`config.mk`:
```
export PLATFORM = sky130hd
export DESIGN_NAME = clkout_pinmux
export DESIGN_NICKNAME = d
export VERILOG_FILES = /design/src/rtl/cosel_pkg.sv /design/src/rtl/cosel_regfile.sv /design/src/rtl/cosel_clkout_mux.sv /design/src/rtl/cosel_pin_mux.sv /design/src/rtl/clkout_pinmux.sv
export SDC_FILE = /design/constraint.sdc
export NUM_CORES = 1
export LEC_CHECK = 0
export ABC_AREA = 1
export BUFFER_PORTS_ARGS = -buffer_cell sky130_fd_sc_hd__buf_2
export CORE_ASPECT_RATIO = 1.2
export CORE_MARGIN = 5
export CORE_UTILIZATION = 37
export DETAILED_ROUTE_END_ITERATION = 10
export PLACE_DENSITY = 0.83
export SETUP_SLACK_MARGIN = 0.02
export SYNTH_ARGS = -nofsm -noshare
export SYNTH_HDL_FRONTEND = slang
export SYNTH_SLANG_ARGS = --single-unit
```
`constraint.sdc`:
```
create_clock -name clk_i -period 2.2 [get_ports clk_i]
set_clock_uncertainty 0.05 [all_clocks]
set_input_delay 0.33 -clock clk_i [delete_from_list [all_inputs] [get_ports clk_i]]
set_output_delay 0.33 -clock clk_i [all_outputs]
set_load 0.02 [all_outputs]
```
`src/rtl/cosel_pkg.sv`:
```
package cosel_pkg;
  localparam int REG_W = 16;
  localparam int SEL_W = 5;
  localparam int NPIN  = 4;
  localparam logic [REG_W-1:0] RST_VAL = 16'h0020;
  localparam logic [REG_W-1:0] WR_MASK = 16'h03FF;

  typedef struct packed {
    logic [5:0]       rsvd;
    logic [NPIN-1:0]  swap;   // bit 6+k controls pin 4+k
    logic             dis;
    logic [SEL_W-1:0] sel;
  } ctrl_t;
endpackage

```
`src/rtl/cosel_regfile.sv`:
```
module cosel_regfile
  import cosel_pkg::*;
(
  input  logic             clk_i,
  input  logic             rst_ni,
  input  logic             sel_i,
  input  logic             we_i,
  input  logic [REG_W-1:0] wdata_i,
  output ctrl_t            ctrl_o
);
  ctrl_t q;

  always_ff @(posedge clk_i or negedge rst_ni) begin
    if (!rst_ni)          q <= ctrl_t'(RST_VAL);
    else if (sel_i && we_i) q <= ctrl_t'(wdata_i & WR_MASK);
  end

  assign ctrl_o = q;


  reset_value_chk: assert property (@(posedge clk_i) disable iff (!rst_ni)
    $rose(rst_ni) |-> ctrl_o == ctrl_t'(RST_VAL));

  write_capture_chk: assert property (@(posedge clk_i) disable iff (!rst_ni)
    (sel_i && we_i) |=> ctrl_o[9:0] == $past(wdata_i[9:0]));

  write_hold_chk: assert property (@(posedge clk_i) disable iff (!rst_ni)
    !(sel_i && we_i) |=> $stable(ctrl_o));

  rsvd_zero_chk: assert property (@(posedge clk_i) disable iff (!rst_ni)
    ctrl_o.rsvd == 6'd0);
endmodule

```
`src/rtl/cosel_clkout_mux.sv`:
```
module cosel_clkout_mux
  import cosel_pkg::*;
#(
  parameter int NUM_AUX = 6
) (
  input  logic               clk_i,
  input  logic               rst_ni,
  input  logic               dis_i,
  input  logic [SEL_W-1:0]   sel_i,
  input  logic               sys_clk_i,
  input  logic [NUM_AUX-1:0] aux_clk_i,
  output logic               clkout_o
);
  localparam int NSRC = NUM_AUX + 1;
  localparam int NCODE = 1 << SEL_W;

  logic [NSRC-1:0]  src;
  logic [NCODE-1:0] padded;

  assign src    = {aux_clk_i, sys_clk_i};
  assign padded = NCODE'(src);

  always_comb begin
    clkout_o = 1'b0;
    if (!dis_i) clkout_o = padded[sel_i];
  end


  clkout_dis_low_chk: assert property (@(posedge clk_i) disable iff (!rst_ni)
    dis_i |-> !clkout_o);

  clkout_sys_chk: assert property (@(posedge clk_i) disable iff (!rst_ni)
    (!dis_i && sel_i == '0) |-> clkout_o == sys_clk_i);
endmodule

```
`src/rtl/cosel_pin_mux.sv`:
```
module cosel_pin_mux
  import cosel_pkg::*;
(
  input  logic            clk_i,
  input  logic            rst_ni,
  input  logic [NPIN-1:0] swap_i,
  input  logic [NPIN-1:0] per_en_i,
  input  logic [NPIN-1:0] gpio_do_i,
  input  logic [NPIN-1:0] qd_i,
  input  logic [NPIN-1:0] alt_clk_i,
  output logic [NPIN-1:0] pin_o
);
  for (genvar k = 0; k < NPIN; k++) begin : g_lane
    logic periph;
    assign periph   = swap_i[k] ? alt_clk_i[k] : qd_i[k];
    assign pin_o[k] = per_en_i[k] ? periph : gpio_do_i[k];


    gpio_priority_chk: assert property (@(posedge clk_i) disable iff (!rst_ni)
      !per_en_i[k] |-> pin_o[k] == gpio_do_i[k]);

    decoder_route_chk: assert property (@(posedge clk_i) disable iff (!rst_ni)
      (per_en_i[k] && !swap_i[k]) |-> pin_o[k] == qd_i[k]);
  end
endmodule

```
`src/rtl/clkout_pinmux.sv`:
```
module clkout_pinmux
  import cosel_pkg::*;
#(
  parameter int NUM_AUX = 6
) (
  input  logic               clk_i,
  input  logic               rst_ni,
  input  logic               reg_sel_i,
  input  logic               reg_we_i,
  input  logic [15:0]        reg_wdata_i,
  output logic [15:0]        reg_rdata_o,
  input  logic               sys_clk_i,
  input  logic               sys_clk2_i,
  input  logic               osc_clk_i,
  input  logic               pref_clk_i,
  input  logic [NUM_AUX-1:0] aux_clk_i,
  input  logic [3:0]         qd_i,
  input  logic [3:0]         per_en_i,
  input  logic [3:0]         gpio_do_i,
  output logic [3:0]         pin_o,
  output logic               clkout_o
);
  ctrl_t ctrl;

  cosel_regfile u_reg (
    .clk_i   (clk_i),
    .rst_ni  (rst_ni),
    .sel_i   (reg_sel_i),
    .we_i    (reg_we_i),
    .wdata_i (reg_wdata_i),
    .ctrl_o  (ctrl)
  );

  assign reg_rdata_o = ctrl;

  cosel_clkout_mux #(.NUM_AUX(NUM_AUX)) u_clk (
    .clk_i     (clk_i),
    .rst_ni    (rst_ni),
    .dis_i     (ctrl.dis),
    .sel_i     (ctrl.sel),
    .sys_clk_i (sys_clk_i),
    .aux_clk_i (aux_clk_i),
    .clkout_o  (clkout_o)
  );

  cosel_pin_mux u_pin (
    .clk_i     (clk_i),
    .rst_ni    (rst_ni),
    .swap_i    (ctrl.swap),
    .per_en_i  (per_en_i),
    .gpio_do_i (gpio_do_i),
    .qd_i      (qd_i),
    .alt_clk_i ({osc_clk_i, sys_clk2_i, sys_clk_i, pref_clk_i}),
    .pin_o     (pin_o)
  );


  clkout_unused_code_chk: assert property (@(posedge clk_i) disable iff (!rst_ni)
    (reg_rdata_o[4:0] > NUM_AUX) |-> !clkout_o);

  pin_clock_route_chk: assert property (@(posedge clk_i) disable iff (!rst_ni)
    (per_en_i[3] && reg_rdata_o[9]) |-> pin_o[3] == osc_clk_i);
endmodule

```
# Word level (Yosys, flattened, before mapping)
# Index checks and enable logic that the tools add are counted.
# word_totals
elab_cells	16
ff_bits	10
ram_bits	0
romBits	0
latchBits	0
n_memories	0
in_bits	42
# classes
n_eq_ne	0
shift	0
n_reduce_logical	1
order_cmp	1
n_addsub	0
bitwise_logic	0
mux	11
mul	0
div	0
# ops
cell	n
1-bit 2-to-1 mux	10
5-bit by 6-bit less-than comparator with 1-bit output (second input constant)	1
1-bit binary-select mux with 5-bit select	1
1-bit logical AND	1

# Longest topological paths before layout
# depth
word_depth	3
ltp_mapped	7

# Cells and area by module
# From an unflattened synthesis, not the netlist that was laid out.
# hier_totals
cells_unflattened	112
hier_area_um2	709.4
# modules_own_cells
module	cells_per_inst	seq_area_each_um2	instances	area_each_um2
cosel_regfile	50	251.5	1	454.2
cosel_pin_mux	36	0.0	1	140.1
cosel_clkout_mux	26	0.0	1	115.1

# Worst setup path before layout
# Ideal clock, no wire load.
# synth_path
kind	reg2out
from	register u_reg.q, in the netlist u_reg.ctrl_o[0]
to	output port clkout_o
arrival_time_ps	1130
stages_incl_launch_ff	8
path_slack_ps	690
n_path_buf	0
path_cell_list	dfrtp_1 > inv_2 > nand3_1 > nand2_1 > inv_1 > nand2_1 > nand2_1 > nor2_1
# synth_between
elab_chain_len	3
# synth_rtl
element	line_no	text
from (decl)	cosel_regfile.sv:11	ctrl_t q;
from (signal assigned)	cosel_regfile.sv:14	if (!rst_ni) q <= ctrl_t'(RST_VAL);
from (signal assigned)	cosel_regfile.sv:15	else if (sel_i && we_i) q <= ctrl_t'(wdata_i & WR_MASK);
1-bit binary-select mux with 5-bit select	cosel_clkout_mux.sv:25	if (!dis_i) clkout_o = padded[sel_i];
1-bit 2-to-1 mux (implied by the code)	cosel_clkout_mux.sv:25	
1-bit 2-to-1 mux	cosel_clkout_mux.sv:25	
to (decl)	clkout_pinmux.sv:21	output logic clkout_o
# Every way passes these cells. The select of a mux whose other input is x is not followed.

# Worst setup path after layout
# Same ends and word-level chain as after synthesis.

==> results_dict.tcl <==
set metrics [dict create \
    status "finished clean" \
    synth-edff-count 0 \
    path_buf_inv 3 \
    worstPathCellList "inv_2 > nand3_1 > nand2_1 > inv_1 > nand2_1 > nand2_1 > nor2_1 > buf_2" \
    cts_buffers 3 \
    pin_count 63 \
    fin_setup_tns_ns 0 \
    cp_data_arrival_time_ns 1.32 \
    cts_tree "built" \
    leakagePower_uw 0.000527 \
    drt-met1-wl_um 542 \
    drt-total-wl_um 1630 \
    wl_per_cell_um 10.9 \
    row_count 16 \
    path_delay_family "flip-flops" \
    p_int_uw 362 \
    vdd_ir_drop_max_v 0.000420 \
    syn-cell-area_um2 617 \
    holdPathEnd "u_reg.ctrl_o[2]" \
    die_h_um 54.7 \
    cts-root-buf "clkbuf_4" \
    cts.path.max_buffers 2 \
    met3_length_um 195 \
    final_cells 150 \
    worst_ep_required_time_ns 1.82 \
    ys.flop_type "dfrtp_1" \
    drive_gt1_frac 0.477 \
    finalCritPeriodShare 0.772 \
    power.density_nw_per_um2 632 \
    start_kind "register" \
    endpoint_kind "primary output" \
    hp-class "primary input to register" \
    cts_resized 0 \
    yosysUniqueCellTypes 17 \
    ys_seq_elements 10 \
    r2r_cells 1 \
    hold_start "reg_wdata_i[2]" \
    critPathKind "register to primary output" \
    highest_layer "met4" \
    pre_cts_ws_ns 0.792 \
    cts_setup_buffers 0 \
    largest_reg_flops 10 \
    rsz0062_at_grt "false" \
    antenna_found_initial 0 \
    final_nets 175 \
    grt_overflow 0 \
    switching_share 0.353 \
    route.detailed.drc 0 \
    crit_fanout 5 \
    final_max_slew_viol_count 0 \
    place_inst 145 \
    antenna_cells 0 \
    cap_violations 0 \
    async_reset_ff_frac 1.00 \
    grt_pass1_vias 606 \
    firstDrtPassIters 4 \
    via_per_inst 4.34 \
    core-area_um2 1600 \
    p_sw_uw 198 \
    synthCells 80 \
    grt_max_degree 16 \
    seq_area_frac_synth 0.408 \
    cp_common_cell "nand2_1" \
    finalHoldViolCount 0 \
    synthTopCellsByArea "dfrtp_1, buf_4, nand2_1" \
    worstReg2RegStart "u_reg.ctrl_o[7]" \
    hold_buffers 1 \
    syn_to_final_growth_pct 43.4 \
    drtIter0Drc 5 \
    crit_path_top_delay_cell "dfrtp_1" \
    htreeDepth 1 \
    setup_viol 0 \
    wl_met2_um 883 \
    gp_congestion 0.715 \
    seq_power_share 0.419 \
    max_freq_ghz 0.589 \
    detail-route-antenna-nets 0 \
    slowest_delay_ns 0.42 \
    clock_power_share 0.225 \
    clk_pin_slew_ns 0.06 \
    synth_area_per_cell_um2 7.71 \
    grt_usage 0.127 \
    ys_top_cells_by_count "nand2_1, inv_1, nor2_1, dfrtp_1, buf_4" \
    start_util 0.385 \
    clk-insertion-delay-late_ns 0.26 \
    min_delay_path_depth 2 \
    yosysTopAreaCell "dfrtp_1" \
    fillers 175 \
    ys_warn_count 0 \
    die_area_um2 2590 \
    io_buffers 50 \
    clkSinkCount 10 \
    synth_most_common_cell "nand2_1" \
    rrSetupSlack_ns 1.35 \
    grt_pass1_wl_um 2310 \
    period_needed_ns 1.70 \
    die_x_um 47.3 \
    setup_ws_ns 0.501 \
    num_vias 651 \
    pwr-share-comb 0.357 \
    hpwl_um 1410 \
    r2r-end "u_reg.ctrl_o[7]" \
    synth_top_area_frac 0.365 \
]
## cells in the final DEF, fill, tap and decap left out
| master | netlist | final |
|---|---|---|
| conb_1 | 1 | 6 |
| mux2_2 | 5 | 5 |
| nand2_1 | 16 | 16 |
| o21ai_0 | 1 | 1 |
| nand3_1 | 3 | 3 |
| a31oi_1 | 3 | 3 |
| nor3_1 | 1 | 1 |
| a21oi_1 | 5 | 5 |
| dfstp_2 | 1 | 1 |
| clkbuf_1 | 0 | 1 |
| inv_1 | 12 | 12 |
| o211ai_1 | 1 | 1 |
| nor2_1 | 10 | 10 |
| nand3_2 | 1 | 1 |
| nand2_2 | 2 | 2 |
| buf_2 | 0 | 50 |
| clkbuf_4 | 0 | 3 |
| inv_2 | 1 | 1 |
| dlygate4sd3_1 | 0 | 1 |
| dfrtp_1 | 9 | 9 |
## worst max path at each step
stage | start | endpoint | slack, ns | depth (start not counted)
after floorplan | u_reg.ctrl_o[0] | clkout_o | 0.69 | 7
after global placement | u_reg.ctrl_o[0] | clkout_o | 0.81 | 8
after detailed placement | u_reg.ctrl_o[0] | clkout_o | 0.79 | 8
after CTS | u_reg.ctrl_o[0] | clkout_o | 0.49 | 8
after global routing | u_reg.ctrl_o[0] | clkout_o | 0.36 | 8
final | u_reg.ctrl_o[0] | clkout_o | 0.50 | 8
## per-layer routing
layer,track usage,up-vias
li1,-,343
met1,0.127,275
met2,0.234,31
met3,0.0461,2
met4,0.0415,0
met5,0,-
## through the flow
step                      area, um^2  utilization  total power [uW]  hold WS (ns)
final                            885        0.552               559         0.250
after global routing             885        0.552               602         0.260
after CTS                        885        0.552               569         0.245
after detailed placement         848        0.530               436         0.144
after global placement           848        0.530               428         0.145
after floorplan                  636            -               365       -0.0156
## power by group through the flow
stage                     clock [uW]  sequential, uW  combinational [uW]
after CTS                        133             234                 202
after global routing             144             238                 221
final                            126             234                 200
after detailed placement           0             237                 200
after global placement             0             234                 194
after floorplan                    0             262                 103
## cell type report
| type | count | area, um^2 | share of cell area |
|---|---|---|---|
| inverter | 13 | 48.8 | 0.0552 |
| sequential | 10 | 251 | 0.284 |
| tap | 18 | 22.5 | 0.0255 |
| multi-input combinational | 54 | 275 | 0.311 |
| clock buffer | 4 | 26.3 | 0.0297 |
| timing repair buffer | 51 | 260 | 0.294 |
## cell families after synthesis
| group | synth area share |
|---|---|
| compound gates | 0.0913 |
| mux | 0.0913 |
| buf+inv | 0.176 |
| flops | 0.408 |
| simple gates | 0.227 |
| other cells | 0.00608 |
No activity file was read; power rests on OpenSTA's default activity.
